File: src/rtl/mcore16_pkg.sv
package mcore16_pkg;

    typedef enum logic [3:0] {
        OP_ADD   = 4'd0,
        OP_SUB   = 4'd1,
        OP_SLT   = 4'd2,
        OP_SW    = 4'd3,
        OP_LW    = 4'd4,
        OP_BEZ   = 4'd5,
        OP_RSV6  = 4'd6,
        OP_LUI   = 4'd7,
        OP_LLI   = 4'd8,
        OP_JR    = 4'd9,
        OP_JAL   = 4'd10,
        OP_J     = 4'd11,
        OP_MASKI = 4'd12,
        OP_RFI   = 4'd13,
        OP_RSV14 = 4'd14,
        OP_RSV15 = 4'd15
    } opcode_e;

    typedef enum logic [1:0] {
        ST_FETCH,
        ST_DECODE,
        ST_EXEC,
        ST_WB
    } state_e;

    typedef enum logic [2:0] {
        PC_HOLD,
        PC_INC,
        PC_BRANCH,
        PC_REL,
        PC_REG,
        PC_EPC
    } pc_sel_e;

    typedef enum logic [1:0] {
        AD_PC,
        AD_A,
        AD_B
    } addr_sel_e;

    typedef enum logic [2:0] {
        C_ALU,
        C_MEM,
        C_LUI,
        C_LLI,
        C_LINK
    } c_sel_e;

    typedef enum logic [1:0] {
        D_RD,
        D_RB,
        D_RA,
        D_LINK
    } dst_sel_e;

    typedef enum logic [1:0] {
        ALU_ADD,
        ALU_SUB,
        ALU_SLT
    } alu_op_e;

    typedef struct packed {
        logic      ir_we;
        logic      ab_we;
        pc_sel_e   pc_sel;
        addr_sel_e addr_sel;
        logic      mem_we;
        logic      c_we;
        c_sel_e    c_sel;
        alu_op_e   alu_op;
        logic      rf_we;
        dst_sel_e  dst_sel;
        logic      ie_flip;
    } ctrl_t;

    localparam ctrl_t CTL_IDLE = '{
        ir_we:    1'b0,
        ab_we:    1'b0,
        pc_sel:   PC_HOLD,
        addr_sel: AD_PC,
        mem_we:   1'b0,
        c_we:     1'b0,
        c_sel:    C_ALU,
        alu_op:   ALU_ADD,
        rf_we:    1'b0,
        dst_sel:  D_RD,
        ie_flip:  1'b0
    };

endpackage

File: src/rtl/mcore16_alu.sv
module mcore16_alu
    import mcore16_pkg::*;
#(
    parameter int DW = 16
) (
    input  logic [DW-1:0] opa,
    input  logic [DW-1:0] opb,
    input  alu_op_e       op,
    output logic [DW-1:0] res
);
    localparam int SIGN_POS = DW - 1;

    logic [DW-1:0] sum;
    logic [DW-1:0] diff;

    assign sum  = opa + opb;
    assign diff = opa - opb;

    always_comb begin
        unique case (op)
            ALU_ADD: res = sum;
            ALU_SUB: res = diff;
            ALU_SLT: res = diff >> SIGN_POS;
            default: res = sum;
        endcase
    end
endmodule

File: src/rtl/mcore16_regfile.sv
module mcore16_regfile #(
    parameter int DW   = 16,
    parameter int NREG = 16,
    localparam int AW  = $clog2(NREG)
) (
    input  logic          clk,
    input  logic [AW-1:0] ra_addr,
    input  logic [AW-1:0] rb_addr,
    output logic [DW-1:0] ra_data,
    output logic [DW-1:0] rb_data,
    input  logic          wr_en,
    input  logic [AW-1:0] wr_addr,
    input  logic [DW-1:0] wr_data
);
    logic [DW-1:0] regs [NREG];

    for (genvar g = 0; g < NREG; g++) begin : g_reg
        if (g == 0) begin : g_zero
            assign regs[g] = '0;
        end else begin : g_store
            always_ff @(posedge clk) begin
                if (wr_en && wr_addr == AW'(g)) begin
                    regs[g] <= wr_data;
                end
            end
        end
    end

    assign ra_data = regs[ra_addr];
    assign rb_data = regs[rb_addr];
endmodule

File: src/rtl/mcore16_ctrl.sv
module mcore16_ctrl
    import mcore16_pkg::*;
(
    input  logic    clk,
    input  logic    rst_n,
    input  opcode_e opcode,
    input  logic    a_zero,
    output state_e  state,
    output ctrl_t   ctl
);
    state_e state_q;
    state_e state_d;

    // state register
    always_ff @(posedge clk or negedge rst_n) begin
        if (!rst_n) begin
            state_q <= ST_FETCH;
        end else begin
            state_q <= state_d;
        end
    end

    assign state = state_q;

    // outputs and next state
    always_comb begin
        ctl     = CTL_IDLE;
        state_d = state_q;
        unique case (state_q)
            ST_FETCH: begin
                ctl.ir_we  = 1'b1;
                ctl.pc_sel = PC_INC;
                state_d    = ST_DECODE;
            end
            ST_DECODE: begin
                ctl.ab_we = 1'b1;
                state_d   = ST_EXEC;
            end
            ST_EXEC: begin
                state_d = ST_FETCH;
                case (opcode)
                    OP_ADD: begin
                        ctl.c_we   = 1'b1;
                        ctl.alu_op = ALU_ADD;
                        state_d    = ST_WB;
                    end
                    OP_SUB: begin
                        ctl.c_we   = 1'b1;
                        ctl.alu_op = ALU_SUB;
                        state_d    = ST_WB;
                    end
                    OP_SLT: begin
                        ctl.c_we   = 1'b1;
                        ctl.alu_op = ALU_SLT;
                        state_d    = ST_WB;
                    end
                    OP_SW: begin
                        ctl.addr_sel = AD_B;
                        ctl.mem_we   = 1'b1;
                    end
                    OP_LW: begin
                        ctl.addr_sel = AD_A;
                        ctl.c_we     = 1'b1;
                        ctl.c_sel    = C_MEM;
                        state_d      = ST_WB;
                    end
                    OP_BEZ: begin
                        ctl.pc_sel = a_zero ? PC_BRANCH : PC_HOLD;
                    end
                    OP_LUI: begin
                        ctl.c_we  = 1'b1;
                        ctl.c_sel = C_LUI;
                        state_d   = ST_WB;
                    end
                    OP_LLI: begin
                        ctl.c_we  = 1'b1;
                        ctl.c_sel = C_LLI;
                        state_d   = ST_WB;
                    end
                    OP_JR: begin
                        ctl.pc_sel = PC_REG;
                    end
                    OP_JAL: begin
                        ctl.c_we   = 1'b1;
                        ctl.c_sel  = C_LINK;
                        ctl.pc_sel = PC_REL;
                        state_d    = ST_WB;
                    end
                    OP_J: begin
                        ctl.pc_sel = PC_REL;
                    end
                    OP_MASKI: begin
                        ctl.ie_flip = 1'b1;
                    end
                    OP_RFI: begin
                        ctl.pc_sel = PC_EPC;
                    end
                    default: begin
                        state_d = ST_FETCH;
                    end
                endcase
            end
            ST_WB: begin
                ctl.rf_we = 1'b1;
                state_d   = ST_FETCH;
                case (opcode)
                    OP_LW:           ctl.dst_sel = D_RB;
                    OP_LUI, OP_LLI:  ctl.dst_sel = D_RA;
                    OP_JAL:          ctl.dst_sel = D_LINK;
                    default:         ctl.dst_sel = D_RD;
                endcase
            end
            default: begin
                state_d = ST_FETCH;
            end
        endcase
    end

    AST_DECODE_TO_EXEC: assert property (@(posedge clk) disable iff (!rst_n)
        state_q == ST_DECODE |=> state_q == ST_EXEC);
    AST_WB_TO_FETCH: assert property (@(posedge clk) disable iff (!rst_n)
        state_q == ST_WB |=> state_q == ST_FETCH);
    AST_STORE_THREE_STATES: assert property (@(posedge clk) disable iff (!rst_n)
        (state_q == ST_EXEC && opcode == OP_SW) |=> state_q == ST_FETCH);
    AST_RESERVED_NO_WB: assert property (@(posedge clk) disable iff (!rst_n)
        (state_q == ST_EXEC && (opcode == OP_RSV6 || opcode == OP_RSV14 || opcode == OP_RSV15))
        |=> state_q == ST_FETCH);
endmodule

File: src/rtl/mcore16.sv
module mcore16
    import mcore16_pkg::*;
#(
    parameter int DW   = 16,
    parameter int NREG = 16
) (
    input  logic          clk,
    input  logic          rst_n,
    output logic [DW-1:0] mem_addr,
    output logic [DW-1:0] mem_wdata,
    input  logic [DW-1:0] mem_rdata,
    output logic          mem_we,
    input  logic          epc_we,
    input  logic [DW-1:0] epc_din,
    output logic          fetch_o,
    output logic [DW-1:0] pc_o,
    output logic          irq_en_o
);
    localparam int            AW       = $clog2(NREG);
    localparam int            IMMW     = 8;
    localparam logic [DW-1:0] PC_STEP  = DW'(2);
    localparam logic [AW-1:0] LINK_REG = AW'(1);

    logic [DW-1:0] pc_q, ir_q, a_q, b_q, c_q, epc_q;
    logic          ie_q;

    state_e        state;
    ctrl_t         ctl;
    opcode_e       opcode;
    logic          a_zero;

    logic [AW-1:0] fld_a, fld_b, fld_d, wr_addr;
    logic [IMMW-1:0] imm;
    logic [DW-1:0] imm_sx, imm_zx, rel_target, bez_target;
    logic [DW-1:0] ra_data, rb_data, alu_res, c_next, pc_next;

    assign opcode = opcode_e'(ir_q[15:12]);
    assign fld_a  = ir_q[11:8];
    assign fld_b  = ir_q[7:4];
    assign fld_d  = ir_q[3:0];
    assign imm    = ir_q[IMMW-1:0];
    assign a_zero = (a_q == '0);

    assign imm_sx     = {{(DW-IMMW){imm[IMMW-1]}}, imm};
    assign imm_zx     = {{(DW-IMMW){1'b0}}, imm};
    assign rel_target = pc_q + {imm_sx[DW-2:0], 1'b0};
    assign bez_target = pc_q + imm_zx;

    mcore16_ctrl u_ctrl (
        .clk    (clk),
        .rst_n  (rst_n),
        .opcode (opcode),
        .a_zero (a_zero),
        .state  (state),
        .ctl    (ctl)
    );

    mcore16_regfile #(
        .DW   (DW),
        .NREG (NREG)
    ) u_rf (
        .clk     (clk),
        .ra_addr (fld_a),
        .rb_addr (fld_b),
        .ra_data (ra_data),
        .rb_data (rb_data),
        .wr_en   (ctl.rf_we),
        .wr_addr (wr_addr),
        .wr_data (c_q)
    );

    mcore16_alu #(
        .DW (DW)
    ) u_alu (
        .opa (a_q),
        .opb (b_q),
        .op  (ctl.alu_op),
        .res (alu_res)
    );

    always_comb begin
        unique case (ctl.addr_sel)
            AD_A:    mem_addr = a_q;
            AD_B:    mem_addr = b_q;
            default: mem_addr = pc_q;
        endcase
    end

    assign mem_wdata = a_q;
    assign mem_we    = ctl.mem_we;

    always_comb begin
        unique case (ctl.dst_sel)
            D_RB:    wr_addr = fld_b;
            D_RA:    wr_addr = fld_a;
            D_LINK:  wr_addr = LINK_REG;
            default: wr_addr = fld_d;
        endcase
    end

    always_comb begin
        unique case (ctl.c_sel)
            C_MEM:   c_next = mem_rdata;
            C_LUI:   c_next = {imm, {(DW-IMMW){1'b0}}};
            C_LLI:   c_next = {a_q[DW-1:IMMW], imm};
            C_LINK:  c_next = pc_q;
            default: c_next = alu_res;
        endcase
    end

    always_comb begin
        unique case (ctl.pc_sel)
            PC_INC:    pc_next = pc_q + PC_STEP;
            PC_BRANCH: pc_next = bez_target;
            PC_REL:    pc_next = rel_target;
            PC_REG:    pc_next = a_q;
            PC_EPC:    pc_next = epc_q;
            default:   pc_next = pc_q;
        endcase
    end

    always_ff @(posedge clk or negedge rst_n) begin
        if (!rst_n) begin
            pc_q  <= '0;
            ir_q  <= '0;
            a_q   <= '0;
            b_q   <= '0;
            c_q   <= '0;
            epc_q <= '0;
            ie_q  <= 1'b0;
        end else begin
            pc_q <= pc_next;
            if (ctl.ir_we)   ir_q <= mem_rdata;
            if (ctl.ab_we) begin
                a_q <= ra_data;
                b_q <= rb_data;
            end
            if (ctl.c_we)    c_q  <= c_next;
            if (epc_we)      epc_q <= epc_din;
            if (ctl.ie_flip) ie_q <= ~ie_q;
        end
    end

    assign fetch_o  = (state == ST_FETCH);
    assign pc_o     = pc_q;
    assign irq_en_o = ie_q;

    AST_FETCH_STEP: assert property (@(posedge clk) disable iff (!rst_n)
        state == ST_FETCH |=> pc_q == $past(pc_q) + PC_STEP);
    AST_STORE_PORTS: assert property (@(posedge clk) disable iff (!rst_n)
        mem_we |-> (mem_addr == b_q && mem_wdata == a_q));
    AST_BEZ_FALLTHRU: assert property (@(posedge clk) disable iff (!rst_n)
        (state == ST_EXEC && opcode == OP_BEZ && !a_zero) |=> pc_q == $past(pc_q));
    AST_JR_TARGET: assert property (@(posedge clk) disable iff (!rst_n)
        (state == ST_EXEC && opcode == OP_JR) |=> pc_q == $past(a_q));
    AST_MASKI_FLIP: assert property (@(posedge clk) disable iff (!rst_n)
        (state == ST_EXEC && opcode == OP_MASKI) |=> ie_q != $past(ie_q));
    AST_R0_READS_ZERO: assert property (@(posedge clk) disable iff (!rst_n)
        (state == ST_DECODE && fld_a == '0) |=> a_q == '0);
endmodule

File: config.mk
export PLATFORM = sky130hd
export DESIGN_NAME = mcore16
export DESIGN_NICKNAME = d
export VERILOG_FILES = /design/src/rtl/mcore16_pkg.sv /design/src/rtl/mcore16_alu.sv /design/src/rtl/mcore16_regfile.sv /design/src/rtl/mcore16_ctrl.sv /design/src/rtl/mcore16.sv
export SDC_FILE = /design/constraint.sdc
export NUM_CORES = 1
export LEC_CHECK = 0
export CAP_MARGIN = 5
export CORE_ASPECT_RATIO = 1.2
export CORE_UTILIZATION = 40
export CTS_CLUSTER_SIZE = 40
export DETAILED_ROUTE_END_ITERATION = 12
export PLACE_DENSITY = 0.61
export SLEW_MARGIN = 10
export SYNTH_ARGS = -nofsm -noshare
export SYNTH_HDL_FRONTEND = slang
export SYNTH_SLANG_ARGS = --single-unit
File: constraint.sdc
create_clock -name clk -period 9.59 [get_ports clk]
set_clock_uncertainty 0.05 [all_clocks]
set_input_delay 0.959 -clock clk [delete_from_list [all_inputs] [get_ports clk]]
set_output_delay 0.959 -clock clk [all_outputs]
set_load 0.01 [all_outputs]
==> metrics.json, run 1 <==
{
  "die-area_um2": 48160,
  "synth_cell_types": 81,
  "largest_net_degree_at_the_start_of_global_routing": 72,
  "floorplan.rows": 86,
  "reg2regPathDepth": 9,
  "placeableCoreArea_um2": 46270,
  "worstMarginPinSlew_ps": 1040,
  "tritoncts.num_buffers": 36,
  "holdCritPathClass": "flip-flop to flip-flop",
  "antenna_cells": 0,
  "post_synthesis_cells": 1409,
  "cp-startpoint": "u_ctrl.state[1]",
  "synth_enable_flop_cells": 240,
  "reg2reg_slack_ps": 5680,
  "port_buffers": 85,
  "antenna_found_initial": 0,
  "grt_overflow": 0,
  "startpoint_type": "flip-flop",
  "cts_setup_buffers": 0,
  "synth.area.top_cells": "sky130_fd_sc_hd__edfxtp_1, sky130_fd_sc_hd__mux4_2, sky130_fd_sc_hd__dfrtp_1",
  "gpl.final_weighted_congestion": 0.9865,
  "timing.rr.end": "c_q[5]",
  "global_route.usage.total_pct": 24.46,
  "outcome": "complete, no violations",
  "clock_network_latency_to_the_later_pin_of_the_worst_skew_pair_ps": 540,
  "relSlewSlack_pct": 30.10,
  "final_max_tran_viols": 0,
  "dpl-instance-area_um2": 20420,
  "synth-seq-cells": 339,
  "min_period_ps": 4559,
  "cts.sink_count": 339,
  "rsz_0062_raised_after_global_routing": "false",
  "io_pins": 86,
  "syn_avg_cell_area_um2": 13.42,
  "clock_transition_at_path_regs_ps": 60,
  "cts_hold_buf": 0,
  "detail_route.drc_violations": 0,
  "via_count_of_the_first_global_routing_pass": 13221,
  "drt.antenna.violating_nets": 0,
  "dp_hpwl_mm": 38.36,
  "synth_seq_area_share_pct": 51.20,
  "final_util_pct": 46.71,
  "timing_worst_setup_path_type": "flip-flop to output pin",
  "fp.dieW_um": 200.5,
  "synthDominantAreaCellType": "sky130_fd_sc_hd__edfxtp_1",
  "tritoncts_clock_tree": "built",
  "ys.flop_type": "sky130_fd_sc_hd__edfxtp_1",
  "via_count": 13229,
  "worst_ep_arrival_time_ps": 3550,
  "clockRootBuffer": "sky130_fd_sc_hd__clkbuf_16",
  "finish.instance_area_um2": 21610,
  "worst_setup_path_end_kind": "output pin",
  "worst-path-max-fanout": 32,
  "synthesis.nets": 1504,
  "first_pass_iteration_count_of_the_detailed_router": 6,
  "power_per_cell_area_nw_per_um2": 365.7,
  "post_route_setup_tns_ps": 0,
  "start_util_pct": 40.88,
  "via_per_inst": 6.279,
  "async_flop_share_pct": 29.20,
  "detail_route.wl_per_cell_um": 27.52,
  "synth.yosys.warnings": 0,
  "cts_max_level": 2,
  "post-layout-total-power_mw": 7.904,
  "synthDominantCellAreaShare_pct": 38.10,
  "final.period_utilization_pct": 47.54,
  "drive_above_1_share_pct": 21.06,
  "hold_viol_final": 0,
  "cp-endpoint": "mem_addr[2]",
  "synthToLayoutAreaGrowth_pct": 14.26,
  "global_route_wire_length_before_repair_mm": 87.02,
  "power.static_leakage_nw": 7.545,
  "post_cts_resized": 0,
  "detailedRoute.firstIterationViolations": 1632,
  "num-nets-final": 1562,
  "dieHeight_um": 240.2,
  "setup-violations-final": 0,
  "cp_data_required_time_ps": 8580,
  "number_of_max_cap_violations": 0,
  "fmaxAchievable_mhz": 219.4,
  "clock_path_buffers": 3,
  "routed_wirelength_mm": 57.98,
  "timing.rr.start": "u_ctrl.state[1]",
  "ir_worst_vdd_uv": 151.8,
  "mappedNetlistArea_um2": 18910
}
through the flow:
stage | hold slack (ps) | cells | worst slack (ps)
2_1_floorplan | 421.6 | 1409 | 6069
3_3_place_gp | 407.3 | 2045 | 5753
3_5_place_dp | 425.9 | 2045 | 5617
4_1_cts | 438.3 | 2107 | 5048
5_1_grt | 466.8 | 2107 | 4716
6_report | 428.8 | 2107 | 5031
Yosys cell counts (all sizes together), types with 41 or more instances:
| library cell | number |
|---|---|
| nor2 | 70 |
| dfrtp | 99 |
| inv | 44 |
| mux4 | 128 |
| edfxtp | 240 |
| buf | 51 |
| o21ai | 84 |
| mux2 | 63 |
| a21oi | 79 |
| clkbuf | 41 |
| ha | 56 |
| nand2 | 71 |
sequential cells by signal, indices dropped and copies added (netlist names):
signal        flops
irq_en_o          1
mem_wdata        16
b_q              16
ir_q             16
epc_q            16
pc_o             16
u_ctrl.state      2
c_q              16
u_rf.regs       240
per-layer routing:
layer,GRT usage (%),vias to the layer above,share of wire (%)
li1,-,5737,-
met1,30.83,6694,39
met2,41.76,624,49
met3,3.144,174,6.8
met4,11.94,0,5.4
met5,0,-,0
area by class of cell:
class	instances	area, um2
tap	616	770.7
inverter	45	168.9
sequential	339	9697
fill	4010	24660
clock inverter	20	245.2
timing repair buffer	112	1051
clock buffer	42	943.4
multi-input combinational	933	8736
placed cells by master (no fill, tap or decap), types with 28 or more instances in the layout:
master                            netlist  layout
sky130_fd_sc_hd__mux4_2               128     128
sky130_fd_sc_hd__ha_1                  56      56
sky130_fd_sc_hd__clkbuf_16              0      36
sky130_fd_sc_hd__inv_1                 42      42
sky130_fd_sc_hd__nor2_1                70      54
sky130_fd_sc_hd__edfxtp_1             240     240
sky130_fd_sc_hd__nand2_1               70      70
sky130_fd_sc_hd__buf_4                  4      28
sky130_fd_sc_hd__mux2i_1               30      30
sky130_fd_sc_hd__clkdlybuf4s50_1        0      84
sky130_fd_sc_hd__o21ai_0               80      80
sky130_fd_sc_hd__mux2_2                63      63
sky130_fd_sc_hd__a21oi_1               79      79
sky130_fd_sc_hd__dfrtp_1               99      95
cell families after synthesis:
family                   count (synthesis)  share of synthesized area (%)
adder cells (fa/ha/maj)                 60                          4.128
multiplexers                           221                          20.58
flip-flops                             339                          51.20
XOR/XNOR                                31                          1.435
AO/OA/AOI/OAI                          349                          12.36
AND/OR/NAND/NOR                        272                          7.204
buffers and inverters                  137                          3.096
power breakdown:
group	switching, mW	internal [mW]	leakage [nW]
logic	2.03	1.80	3.66
clock network	0.590	0.842	0.583
registers	0.670	1.97	3.31
worst max-delay path, cell delays in order (launching register included):
cell and delay (ps):
sky130_fd_sc_hd__dfrtp_1 650, sky130_fd_sc_hd__nand2b_1 350, sky130_fd_sc_hd__nor3_2 240, sky130_fd_sc_hd__buf_4 240, sky130_fd_sc_hd__ha_1 670, sky130_fd_sc_hd__a221oi_1 110
sky130_fd_sc_hd__a21oi_1 180, sky130_fd_sc_hd__clkdlybuf4s50_1 560
worst min path at each step:
stage	depth (start not counted)	end	startpoint	slack (ps)
after floorplan	1	epc_q[5]	epc_q[5]	420
after global placement	1	irq_en_o	irq_en_o	410
after detailed placement	1	irq_en_o	irq_en_o	430
after CTS	1	irq_en_o	irq_en_o	440
after global routing	1	irq_en_o	irq_en_o	470
final	1	irq_en_o	irq_en_o	430
No activity file was read; power rests on OpenSTA's default activity.
==> run 2, diff against run 1 <==
Settings changed: PLACE_DENSITY 0.61 to 0.63.
Clock period 9.59 ns to 3.8 ns, I/O delays scaled along.
==> metrics.json, run 2 (same netlist as run 1, synthesis figures left out) <==
{
  "num-nets-final": {"value": 1601, "change": "+2.5%"},
  "holdCritPathClass": "input port to flip-flop",
  "ir_worst_vdd": {"value": 297.9, "unit": "uV", "change": "+96%"},
  "cts_setup_buffers": {"value": 0, "change": "unchanged"},
  "final.period_utilization_pct": 94.59,
  "drt.antenna.violating_nets": {"value": 0, "change": "unchanged"},
  "layout.filler_cells": {"value": 4085, "change": "+1.9%"},
  "io_pins": {"value": 86, "change": "unchanged"},
  "clockRootBuffer": "sky130_fd_sc_hd__clkbuf_16",
  "final.hold.worst_slack": {"value": 414.2, "unit": "ps", "change": "-14.58 ps"},
  "grt_overflow": {"value": 0, "change": "unchanged"},
  "power_per_cell_area": {"value": 925.0, "unit": "nW/um2", "change": "+150%"},
  "detail_route.wl_per_cell": {"value": 26.69, "unit": "um", "change": "-3.0%"},
  "worst-path-max-fanout": {"value": 22, "change": "-31%"},
  "power.static_leakage": {"value": 7.730, "unit": "nW", "change": "+2.5%"},
  "worstMarginPinSlew": {"value": 1114, "unit": "ps", "change": "+74.49 ps"},
  "placeableCoreArea": {"value": 46270, "unit": "um2", "change": "unchanged"},
  "path_delay_family": "buffers and inverters",
  "finalNonFillerCells": {"value": 2150, "change": "+2.0%"},
  "routed_wirelength": {"value": 57.39, "unit": "mm", "change": "-1.0%"},
  "setup_ws": {"value": 205.5, "unit": "ps", "change": "-4826 ps"},
  "largest_register": "u_rf.regs",
  "start_util": {"value": 40.88, "unit": "%", "change": "unchanged"},
  "largest_register_ffs": {"value": 240, "change": "unchanged"},
  "cp_slowest_stage_delay": {"value": 560, "unit": "ps", "change": "-110 ps"},
  "most-common-layout-cells": "sky130_fd_sc_hd__edfxtp_1, sky130_fd_sc_hd__mux4_2, sky130_fd_sc_hd__dfrtp_1, sky130_fd_sc_hd__clkdlybuf4s50_1, sky130_fd_sc_hd__o21ai_0",
  "clock_path_buffers": {"value": 3, "change": "unchanged"},
  "final_util": {"value": 47.30, "unit": "%", "change": "+0.59 points"},
  "final_max_tran_viols": {"value": 0, "change": "unchanged"},
  "gpl.final_weighted_congestion": {"value": 1.025, "change": "+3.9%"},
  "antenna_cells": {"value": 0, "change": "unchanged"},
  "antenna_found_initial": {"value": 1, "change": "+1"},
  "via_count_of_the_first_global_routing_pass": {"value": 13481, "change": "+2.0%"},
  "largest_net_degree_at_the_start_of_global_routing": {"value": 63, "change": "-13%"},
  "timing_worst_setup_path_type": "flip-flop to output pin",
  "dpl.cell_count": {"value": 2082, "change": "+1.8%"},
  "via_per_inst": {"value": 6.175, "change": "-1.6%"},
  "detailedRoute.firstIterationViolations": {"value": 1209, "change": "-26%"},
  "number_of_max_cap_violations": {"value": 0, "change": "unchanged"},
  "cts.sink_count": {"value": 339, "change": "unchanged"},
  "hold_viol_final": {"value": 0, "change": "unchanged"},
  "worstPathBufferInverterCount": {"value": 3, "change": "+1"},
  "worst_setup_path_end_kind": "output pin",
  "dp_hpwl": {"value": 42.34, "unit": "mm", "change": "+10%"},
  "global_route.usage.total": {"value": 24.23, "unit": "%", "change": "-0.23 points"},
  "synthToLayoutAreaGrowth_pct": 15.71,
  "tritoncts_clock_tree": "built",
  "drive_above_1_share": {"value": 22.62, "unit": "%", "change": "+1.6 points"},
  "die-area": {"value": 48160, "unit": "um2", "change": "unchanged"},
  "rsz_0062_raised_after_global_routing": "false",
  "fp.dieW": {"value": 200.5, "unit": "um", "change": "unchanged"},
  "first_pass_iteration_count_of_the_detailed_router": {"value": 6, "change": "unchanged"},
  "startpoint_type": "flip-flop",
  "detail_route.drc_violations": {"value": 0, "change": "unchanged"},
  "post_route_setup_tns": {"value": 0, "unit": "ps", "change": "unchanged"},
  "worst_path_most_repeated_cell": "sky130_fd_sc_hd__buf_4",
  "relSlewSlack": {"value": 25.55, "unit": "%", "change": "-4.5 points"},
  "floorplan.rows": {"value": 86, "change": "unchanged"},
  "path_cells": "buf_4 -> nand2b_1 -> nor3_4 -> ha_2 -> buf_4 -> o21ai_0 -> clkdlybuf4s50_1",
  "tritoncts.num_buffers": {"value": 37, "change": "+2.8%"},
  "worst_ep_arrival_time": {"value": 3160, "unit": "ps", "change": "-390 ps"},
  "min_period_ps": 3595,
  "mostFrequentLayoutCell": "sky130_fd_sc_hd__edfxtp_1",
  "cp_data_required_time": {"value": 3370, "unit": "ps", "change": "-5210 ps"},
  "global_route_wire_length_before_repair": {"value": 87.09, "unit": "mm", "change": "about the same"},
  "port_buffers": {"value": 85, "change": "unchanged"},
  "via_count": {"value": 13277, "change": "+0.36%"},
  "setup-violations-final": {"value": 0, "change": "unchanged"},
  "cts_max_level": {"value": 2, "change": "unchanged"},
  "fmaxAchievable_mhz": 278.2,
  "outcome": "complete, no violations",
  "pre_cts_ws": {"value": 410.8, "unit": "ps", "change": "-5207 ps"},
  "slowest_stage_cell_on_the_critical_path": "sky130_fd_sc_hd__clkdlybuf4s50_1",
  "clock_transition_at_path_regs": {"value": 60, "unit": "ps", "change": "about the same"},
  "dieHeight": {"value": 240.2, "unit": "um", "change": "unchanged"},
  "clock_network_latency_to_the_later_pin_of_the_worst_skew_pair": {"value": 540, "unit": "ps", "change": "about the same"}
}
==> run 2: cell count changes in the layout (fill, tap and decap cells not counted), moves of 2 or more <==
cell                        before  now
sky130_fd_sc_hd__buf_12          0    3
sky130_fd_sc_hd__clkinv_2        6    4
sky130_fd_sc_hd__clkinv_1        5    8
sky130_fd_sc_hd__buf_4          28   62
sky130_fd_sc_hd__ha_1           56   54
sky130_fd_sc_hd__clkbuf_1        4   11
sky130_fd_sc_hd__nor2_4          4    0
sky130_fd_sc_hd__bufinv_16       5    3
sky130_fd_sc_hd__ha_2            0    2
sky130_fd_sc_hd__nor2_2         12   16
==> run 2: final timing paths <==
kind | depth (start not counted) | slack (ps) | end | startpoint
setup / recovery | 7 | 210 | mem_addr[4] | u_ctrl.state[0]
hold / removal | 2 | 410 | epc_q[0] | epc_din[0]
setup reg to reg | 7 | 270 | u_rf.regs[179] | ir_q[12]
hold reg to reg | 1 | 420 | irq_en_o | irq_en_o
max in group asynchronous | 3 | 2520 | b_q[8] | rst_n
min in group asynchronous | 2 | 460 | pc_o[3] | rst_n
==> run 2: repair_timing <==
item | in CTS | in global routing
hold buffers | 1 | 0
endpoints found under the hold margin | 61 | 0
setup endpoints to repair | 0 | 15
gates resized for setup | 0 | 3
==> run 2: metal layers <==
metal | part of all wire (%) | wire [um] | GRT usage [%]
met5 | 0 | 0 | 0
met4 | 4.5 | 2610 | 10.73
met3 | 6.3 | 3614 | 3.239
met2 | 48 | 27680 | 40.85
met1 | 41 | 23490 | 31.33
==> run 2: cell type report <==
cell class / count / area, um2 / area share, %
clock buffers: 49 / 980.9 / 4.482
clock inverters: 18 / 171.4 / 0.7832
inverters: 45 / 168.9 / 0.7718
multi-input cells: 933 / 8721 / 39.85
flip-flops and latches: 339 / 9697 / 44.31
well taps: 616 / 770.7 / 3.522
repair buffers: 150 / 1376 / 6.289
==> run 2: metrics by stage <==
step | area [um2] | total power, mW
after floorplan | 18910 | 12.93
after global placement | 20710 | 16.53
after detailed placement | 20710 | 16.68
after CTS | 21870 | 20.20
after global routing | 21890 | 21.32
final | 21890 | 20.24
==> run 2: power breakdown <==
part	internal [mW]	switching [mW]	leakage [nW]
Clock	2.03	1.48	0.562
Combinational	4.74	5.53	3.86
Sequential	4.98	1.49	3.31
